===== src/rtl/replay_play_pkg.sv =====
package replay_play_pkg;
  typedef enum logic [1:0] {
    OP_NONE  = 2'b00,
    OP_LOOP  = 2'b01,
    OP_COUNT = 2'b10,
    OP_STOP  = 2'b11
  } play_op_e;

  typedef enum logic [1:0] {
    ST_IDLE,
    ST_RUN,
    ST_DRAIN
  } play_state_e;

  localparam int unsigned WORD_W    = 64;
  localparam int unsigned PAGE_BITS = 12;
endpackage


===== src/rtl/replay_word_fifo.sv =====
module replay_word_fifo #(
  parameter int unsigned W     = 65,
  parameter int unsigned DEPTH = 16,
  localparam int unsigned PW   = $clog2(DEPTH),
  localparam int unsigned CNTW = $clog2(DEPTH + 1)
) (
  input  logic            clk_i,
  input  logic            rst_ni,
  input  logic            push_i,
  input  logic [W-1:0]    din_i,
  input  logic            pop_i,
  output logic [W-1:0]    dout_o,
  output logic            empty_o,
  output logic            full_o,
  output logic [CNTW-1:0] count_o
);
  logic [W-1:0]    mem_q [DEPTH];
  logic [PW-1:0]   wr_q, rd_q;
  logic [CNTW-1:0] cnt_q;
  logic            push_ok, pop_ok;

  assign empty_o = (cnt_q == '0);
  assign full_o  = (cnt_q == CNTW'(DEPTH));
  assign count_o = cnt_q;
  assign push_ok = push_i && !full_o;
  assign pop_ok  = pop_i && !empty_o;
  assign dout_o  = mem_q[rd_q];

  always_ff @(posedge clk_i) begin
    if (push_ok) mem_q[wr_q] <= din_i;
  end

  always_ff @(posedge clk_i or negedge rst_ni) begin
    if (!rst_ni) begin
      wr_q  <= '0;
      rd_q  <= '0;
      cnt_q <= '0;
    end else begin
      if (push_ok) wr_q <= wr_q + 1'b1;
      if (pop_ok)  rd_q <= rd_q + 1'b1;
      if (push_ok && !pop_ok)      cnt_q <= cnt_q + 1'b1;
      else if (pop_ok && !push_ok) cnt_q <= cnt_q - 1'b1;
    end
  end
endmodule


===== src/rtl/replay_req_gen.sv =====
module replay_req_gen
  import replay_play_pkg::*;
#(
  parameter int unsigned AW    = 32,
  parameter int unsigned CW    = 24,
  parameter int unsigned BURST = 4,
  localparam int unsigned LW   = $clog2(BURST + 1)
) (
  input  logic          clk_i,
  input  logic          rst_ni,
  input  logic [AW-1:0] cfg_base_i,
  input  logic [AW-1:0] cfg_size_i,
  input  logic          cmd_valid_i,
  input  logic [1:0]    cmd_op_i,
  input  logic [CW-1:0] cmd_count_i,
  input  logic          room_i,
  input  logic          drained_i,
  input  logic          rsp_fire_i,
  output logic          busy_o,
  output logic          start_o,
  output logic          req_valid_o,
  input  logic          req_ready_i,
  output logic [AW-1:0] req_addr_o,
  output logic [LW-1:0] req_len_o,
  output logic          rsp_last_o
);
  localparam logic [AW-1:0] PAGE_MASK = AW'((1 << PAGE_BITS) - 1);

  play_state_e   state_q;
  logic [AW-1:0] off_q, req_addr_q;
  logic [CW:0]   left_q;
  logic [LW-1:0] req_len_q, rsp_left_q;
  logic          counted_q, req_valid_q, pend_final_q, final_q;

  logic [AW-1:0] base_al, size_w, to_end, len_w, left_ext, off_sum, next_off;
  logic [CW:0]   cnt_p1, words_c;
  logic          play_c, stop_c, issue_c, is_final_c;

  assign base_al  = cfg_base_i & ~PAGE_MASK;
  assign size_w   = cfg_size_i >> 3;
  assign cnt_p1   = {1'b0, cmd_count_i} + 1'b1;
  assign words_c  = cnt_p1 >> 1;
  assign left_ext = {{(AW - CW - 1){1'b0}}, left_q};
  assign to_end   = size_w - off_q;

  always_comb begin
    len_w = AW'(BURST);
    if (to_end < len_w) len_w = to_end;
    if (counted_q && (left_ext < len_w)) len_w = left_ext;
  end

  assign off_sum    = off_q + len_w;
  assign next_off   = (off_sum == size_w) ? '0 : off_sum;
  assign is_final_c = counted_q && (left_ext == len_w);

  assign play_c  = cmd_valid_i && (state_q == ST_IDLE) && (size_w != '0) &&
                   ((cmd_op_i == OP_LOOP) || (cmd_op_i == OP_COUNT));
  assign stop_c  = cmd_valid_i && (cmd_op_i == OP_STOP) && (state_q == ST_RUN);
  assign issue_c = (state_q == ST_RUN) && !stop_c && !req_valid_q &&
                   (rsp_left_q == '0) && room_i && !(counted_q && (left_q == '0));

  always_ff @(posedge clk_i or negedge rst_ni) begin
    if (!rst_ni) begin
      state_q      <= ST_IDLE;
      off_q        <= '0;
      left_q       <= '0;
      counted_q    <= 1'b0;
      req_valid_q  <= 1'b0;
      req_addr_q   <= '0;
      req_len_q    <= '0;
      rsp_left_q   <= '0;
      pend_final_q <= 1'b0;
      final_q      <= 1'b0;
    end else begin
      if (req_valid_q && req_ready_i) begin
        req_valid_q <= 1'b0;
        rsp_left_q  <= req_len_q;
        final_q     <= pend_final_q;
      end else if (rsp_fire_i && (rsp_left_q != '0)) begin
        rsp_left_q <= rsp_left_q - 1'b1;
      end

      unique case (state_q)
        ST_IDLE: begin
          if (play_c) begin
            state_q   <= ST_RUN;
            off_q     <= '0;
            counted_q <= (cmd_op_i == OP_COUNT);
            left_q    <= words_c;
            final_q   <= 1'b0;
          end
        end
        ST_RUN: begin
          if (stop_c) begin
            state_q <= ST_DRAIN;
          end else if (counted_q && (left_q == '0)) begin
            state_q <= ST_DRAIN;
          end else if (issue_c) begin
            req_valid_q  <= 1'b1;
            req_addr_q   <= base_al + (off_q << 3);
            req_len_q    <= len_w[LW-1:0];
            off_q        <= next_off;
            pend_final_q <= is_final_c;
            if (counted_q) left_q <= left_q - len_w[CW:0];
            if (is_final_c) state_q <= ST_DRAIN;
          end
        end
        ST_DRAIN: begin
          if (!req_valid_q && (rsp_left_q == '0) && drained_i) state_q <= ST_IDLE;
        end
        default: state_q <= ST_IDLE;
      endcase
    end
  end

  assign busy_o      = (state_q != ST_IDLE);
  assign start_o     = play_c;
  assign req_valid_o = req_valid_q;
  assign req_addr_o  = req_addr_q;
  assign req_len_o   = req_len_q;
  assign rsp_last_o  = counted_q && final_q && (rsp_left_q == LW'(1));
endmodule


===== src/rtl/replay_time_tag.sv =====
module replay_time_tag #(
  parameter int unsigned TW = 64
) (
  input  logic          clk_i,
  input  logic          rst_ni,
  input  logic          start_i,
  input  logic          timed_i,
  input  logic [TW-1:0] time_i,
  input  logic          valid_i,
  input  logic          fire_i,
  output logic          has_time_o,
  output logic [TW-1:0] tuser_o
);
  logic          pend_q;
  logic [TW-1:0] ts_q;

  always_ff @(posedge clk_i or negedge rst_ni) begin
    if (!rst_ni) begin
      pend_q <= 1'b0;
      ts_q   <= '0;
    end else if (start_i) begin
      pend_q <= timed_i;
      ts_q   <= time_i;
    end else if (fire_i) begin
      pend_q <= 1'b0;
    end
  end

  assign has_time_o = pend_q && valid_i;
  assign tuser_o    = pend_q ? ts_q : '0;
endmodule


===== src/rtl/replay_play_engine.sv =====
module replay_play_engine
  import replay_play_pkg::*;
#(
  parameter int unsigned AW    = 32,
  parameter int unsigned CW    = 24,
  parameter int unsigned TW    = 64,
  parameter int unsigned BURST = 4,
  parameter int unsigned DEPTH = 16,
  localparam int unsigned LW   = $clog2(BURST + 1)
) (
  input  logic              clk_i,
  input  logic              rst_ni,
  input  logic [AW-1:0]     cfg_base_i,
  input  logic [AW-1:0]     cfg_size_i,
  input  logic              cmd_valid_i,
  input  logic [1:0]        cmd_op_i,
  input  logic [CW-1:0]     cmd_count_i,
  input  logic              cmd_timed_i,
  input  logic [TW-1:0]     cmd_time_i,
  output logic              busy_o,
  output logic              mem_req_valid_o,
  input  logic              mem_req_ready_i,
  output logic [AW-1:0]     mem_req_addr_o,
  output logic [LW-1:0]     mem_req_len_o,
  input  logic              mem_rsp_valid_i,
  output logic              mem_rsp_ready_o,
  input  logic [WORD_W-1:0] mem_rsp_data_i,
  output logic              out_tvalid_o,
  input  logic              out_tready_i,
  output logic [WORD_W-1:0] out_tdata_o,
  output logic              out_tlast_o,
  output logic              out_has_time_o,
  output logic [TW-1:0]     out_tuser_o
);
  localparam int unsigned CNTW     = $clog2(DEPTH + 1);
  localparam int unsigned ROOM_MAX = DEPTH - BURST;

  logic [CNTW-1:0]   fifo_cnt;
  logic              fifo_empty, fifo_full, rsp_fire, out_fire, rsp_last, room, start;
  logic [WORD_W:0]   fifo_dout;

  assign mem_rsp_ready_o = !fifo_full;
  assign rsp_fire        = mem_rsp_valid_i && mem_rsp_ready_o;
  assign out_tvalid_o    = !fifo_empty;
  assign out_fire        = out_tvalid_o && out_tready_i;
  assign room            = (fifo_cnt <= CNTW'(ROOM_MAX));
  assign out_tdata_o     = fifo_dout[WORD_W-1:0];
  assign out_tlast_o     = fifo_dout[WORD_W];

  replay_req_gen #(.AW(AW), .CW(CW), .BURST(BURST)) u_req (
    .clk_i      (clk_i),
    .rst_ni     (rst_ni),
    .cfg_base_i (cfg_base_i),
    .cfg_size_i (cfg_size_i),
    .cmd_valid_i(cmd_valid_i),
    .cmd_op_i   (cmd_op_i),
    .cmd_count_i(cmd_count_i),
    .room_i     (room),
    .drained_i  (fifo_empty),
    .rsp_fire_i (rsp_fire),
    .busy_o     (busy_o),
    .start_o    (start),
    .req_valid_o(mem_req_valid_o),
    .req_ready_i(mem_req_ready_i),
    .req_addr_o (mem_req_addr_o),
    .req_len_o  (mem_req_len_o),
    .rsp_last_o (rsp_last)
  );

  replay_word_fifo #(.W(WORD_W + 1), .DEPTH(DEPTH)) u_fifo (
    .clk_i  (clk_i),
    .rst_ni (rst_ni),
    .push_i (rsp_fire),
    .din_i  ({rsp_last, mem_rsp_data_i}),
    .pop_i  (out_fire),
    .dout_o (fifo_dout),
    .empty_o(fifo_empty),
    .full_o (fifo_full),
    .count_o(fifo_cnt)
  );

  replay_time_tag #(.TW(TW)) u_tag (
    .clk_i     (clk_i),
    .rst_ni    (rst_ni),
    .start_i   (start),
    .timed_i   (cmd_timed_i),
    .time_i    (cmd_time_i),
    .valid_i   (out_tvalid_o),
    .fire_i    (out_fire),
    .has_time_o(out_has_time_o),
    .tuser_o   (out_tuser_o)
  );
endmodule


===== config.mk =====
export PLATFORM = sky130hd
export DESIGN_NAME = replay_play_engine
export DESIGN_NICKNAME = d
export VERILOG_FILES = /design/src/rtl/replay_play_pkg.sv /design/src/rtl/replay_word_fifo.sv /design/src/rtl/replay_req_gen.sv /design/src/rtl/replay_time_tag.sv /design/src/rtl/replay_play_engine.sv
export SDC_FILE = /design/constraint.sdc
export NUM_CORES = 2
export LEC_CHECK = 0
export BUFFER_PORTS_ARGS = -buffer_cell sky130_fd_sc_hd__clkbuf_2
export CAP_MARGIN = 10
export CORE_MARGIN = 2
export CORE_UTILIZATION = 55
export DETAILED_ROUTE_END_ITERATION = 7
export PLACE_DENSITY = 0.77
export SKIP_LAST_GASP = 1
export SYNTH_ARGS = -nofsm -noshare
export SYNTH_HDL_FRONTEND = slang
export SYNTH_SLANG_ARGS = --single-unit

===== constraint.sdc =====
create_clock -name clk_i -period 7.7 [get_ports clk_i]
set_input_delay 0.77 -clock clk_i [delete_from_list [all_inputs] [get_ports clk_i]]
set_output_delay 0.77 -clock clk_i [all_outputs]
set_load 0.01 [all_outputs]

==> impl_metrics.env <==
export IMPL_clk_pin_slew_worst_paths_ps=70
export IMPL_ys_types=96
export IMPL_fillers=6690
export IMPL_core_area_um2=99900
export IMPL_max_slew_margin_rel_pct=15.0
export IMPL_criticalPathCategory="flip-flop to flip-flop"
export IMPL_antenna_found_initial=16
export IMPL_grt_total_usage_pct=29.8
export IMPL_p_total_mw=25.5
export IMPL_mostFrequentLayoutCells="1040 x edfxtp_1, 454 x buf_4, 374 x clkbuf_2"
export IMPL_rows=116
export IMPL_multi_input_area_um2=19700
export IMPL_worstPathMaxFanout=7
export IMPL_insertion_delay_ps=740
export IMPL_reg2reg_depth=39
export IMPL_syn_inst=3414
export IMPL_rsz0062_at_grt="true"
export IMPL_grt_max_degree=140
export IMPL_die_w_um=321
export IMPL_wl_per_cell_um=27.2
export IMPL_pre_cts_ws_ps=-1460
export IMPL_grt_pass1_vias=35100
export IMPL_slew_violations=0
export IMPL_crit_path_max_incr_delay_ps=450
export IMPL_ys_ff_latch=1216
export IMPL_fin_util_pct=66.8
export IMPL_setup_tns_final_ps=-14140
export IMPL_arrival_ps=8770
export IMPL_cp_required_ps=8250
export IMPL_cap_violations=0
export IMPL_yosysSeqAreaShare_pct=64.4
export IMPL_h_tree_depth=3
export IMPL_power_density_nw_per_um2=382
export IMPL_dr_first_iter_drc_count=3816
export IMPL_fin_crit_sh_pct=107
export IMPL_drc=0
export IMPL_port_buffers=375
export IMPL_fmax_mhz=122
export IMPL_wirelength_um=154000
export IMPL_hpwl_um=89700
export IMPL_start_util_pct=55.4
export IMPL_worst_slew_pin_slew_ps=1270
export IMPL_area_growth_pct=20.6
export IMPL_fp_dieH_um=321
export IMPL_drtAntennaViolNets=0
export IMPL_grt_pass1_wl_um=226000
export IMPL_violations="setup timing"
export IMPL_final_common_cell="edfxtp_1"
export IMPL_synth_edf_count=1040
export IMPL_cts_buffer_depth=3
export IMPL_fin_ws_ps=-524
export IMPL_cp_slowest_cell="a211oi_2"
export IMPL_vias=35300
export IMPL_dr_pass1_iters=6
export IMPL_setup_viol=32
export IMPL_seqCellArea_um2=35600
export IMPL_final_hold_violation_count=0
export IMPL_peakVddDrop_v=0.000337
export IMPL_period_minus_slack_ps=8220
export IMPL_end_kind="flip-flop"
export IMPL_async_flop_share_pct=14.5
export IMPL_via_per_inst=6.24
export IMPL_synth_area_per_cell_um2=16.2
export IMPL_overflow=0
export IMPL_ioPinCount=394
export IMPL_cts_sinks=1216
export IMPL_cts_buffers=118
export IMPL_p_leak_nw=24.6
export IMPL_synth_main_ff_cell="edfxtp_1"
export IMPL_yosysWarnings=0
export IMPL_status="finished with violations"
export IMPL_layout_nets=4619
export IMPL_instances_no_fill=5649
export IMPL_dp_cells=5392
export IMPL_tritoncts="built"
export IMPL_hp_class="primary input to asynchronous set/reset pin"
export IMPL_place_congestion=0.982
export IMPL_crit_path_start_kind="flip-flop"
export IMPL_root_buffer="clkbuf_16"
export IMPL_drive_above_1_share_pct=36.7
export IMPL_die_area_um2=103000
export IMPL_syn_area_um2=55300
export IMPL_fin_skew_ps=52.3
where the power goes:
part           total [mW]  switching, mW  internal [mW]
Clock                5.86           2.58           3.28
Combinational        10.7           5.51           5.23
Sequential           8.90          0.776           8.13
worst max-delay path: cells and delay by family, from the launching register on:
family	cells	cell delay (ps)
AO/OA/AOI/OAI	15	3480
XOR/XNOR	3	520
adder cells (fa/ha/maj)	4	900
buffers and inverters	6	720
flip-flops	1	390
AND/OR/NAND/NOR	11	2020
synth_stat cells, types with 37 or more instances:
library cell / count / area [µm²]
o21ai_0: 121 / 606
edfxtp_1: 1040 / 31200
nand3_1: 51 / 255
nand2_1: 173 / 649
xor2_1: 45 / 394
dfrtp_1: 176 / 4400
nor2_1: 141 / 529
inv_1: 79 / 297
a21o_1: 49 / 368
a211oi_1: 37 / 278
mux2_2: 70 / 788
ha_1: 145 / 1810
a21oi_1: 164 / 821
and2_1: 99 / 619
clkbuf_1: 125 / 469
mux4_2: 325 / 7320
xnor2_1: 73 / 639
nor3_1: 39 / 195
metal layers:
metal / up-vias / global-route usage, % / part of all wire [%] / routed length [µm]
li1: 15200 / - / - / -
met1: 17900 / 40.8 / 38 / 59100
met2: 1816 / 48.9 / 50 / 76600
met3: 288 / 4.82 / 8.0 / 12400
met4: 10 / 10.7 / 3.7 / 5690
met5: - / 0 / 0.038 / 59
path summary, 6_finish.rpt:
check / endpoint / start / slack [ps]
max: u_req.off_q[9] / u_req.off_q[0] / -520
min: u_req.off_q[22] / rst_ni / 20
max reg2reg: u_req.off_q[9] / u_req.off_q[0] / -520
min reg2reg: u_req.req_addr_o[28] / u_req.req_addr_o[28] / 480
max in group asynchronous: u_tag.ts_q[44] / rst_ni / 6330
min in group clk_i: u_tag.ts_q[52] / cmd_time_i[52] / 280
registers in the layout, indices dropped and copies added (netlist names), 2 cells and up:
name,cells
u_fifo.mem_q,1040
u_tag.ts_q,64
u_req.off_q,32
u_req.req_addr_o,29
u_req.left_q,25
u_fifo.count_o,5
u_fifo.rd_q,4
u_fifo.wr_q,4
u_req.req_len_o,3
u_req.rsp_left_q,3
u_req.state_q,2
layout make-up:
class | instances | area share (%)
Multi-Input combinational cell | 1982 | 29.5
Clock inverter | 78 | 1.31
Sequential cell | 1216 | 53.4
Tap cell | 1298 | 2.43
Inverter | 79 | 0.463
Clock buffer | 141 | 4.55
Timing Repair Buffer | 847 | 8.34
Antenna cell | 8 | 0.0300
kinds of logic after synthesis:
logic type / after synthesis / synth area share (%)
xor+xnor: 126 / 2.19
buf+inv: 245 / 1.75
compound gates: 555 / 6.63
other cells: 2 / 0.0136
simple gates: 717 / 6.75
mux: 403 / 14.8
flops: 1216 / 64.4
fa+ha+maj: 150 / 3.46
timing repair:
| action | in CTS | in global routing |
|---|---|---|
| gates resized for setup | 62 | 92 |
| cloned | 2 | 0 |
| buffers inserted | 24 | 10 |
| pin swaps | 40 | 51 |
| hold buffers | 0 | 0 |
| setup endpoints to repair | 40 | 45 |
through the flow:
step / instance area, µm² / hold slack [ps]
final: 66700 / 22.2
after CTS: 66300 / 39.5
after global placement: 61900 / 463
after detailed placement: 61900 / 469
after global routing: 66700 / 49.0
after floorplan: 55500 / 449
Note: power is estimated with default switching activity, not from simulation.
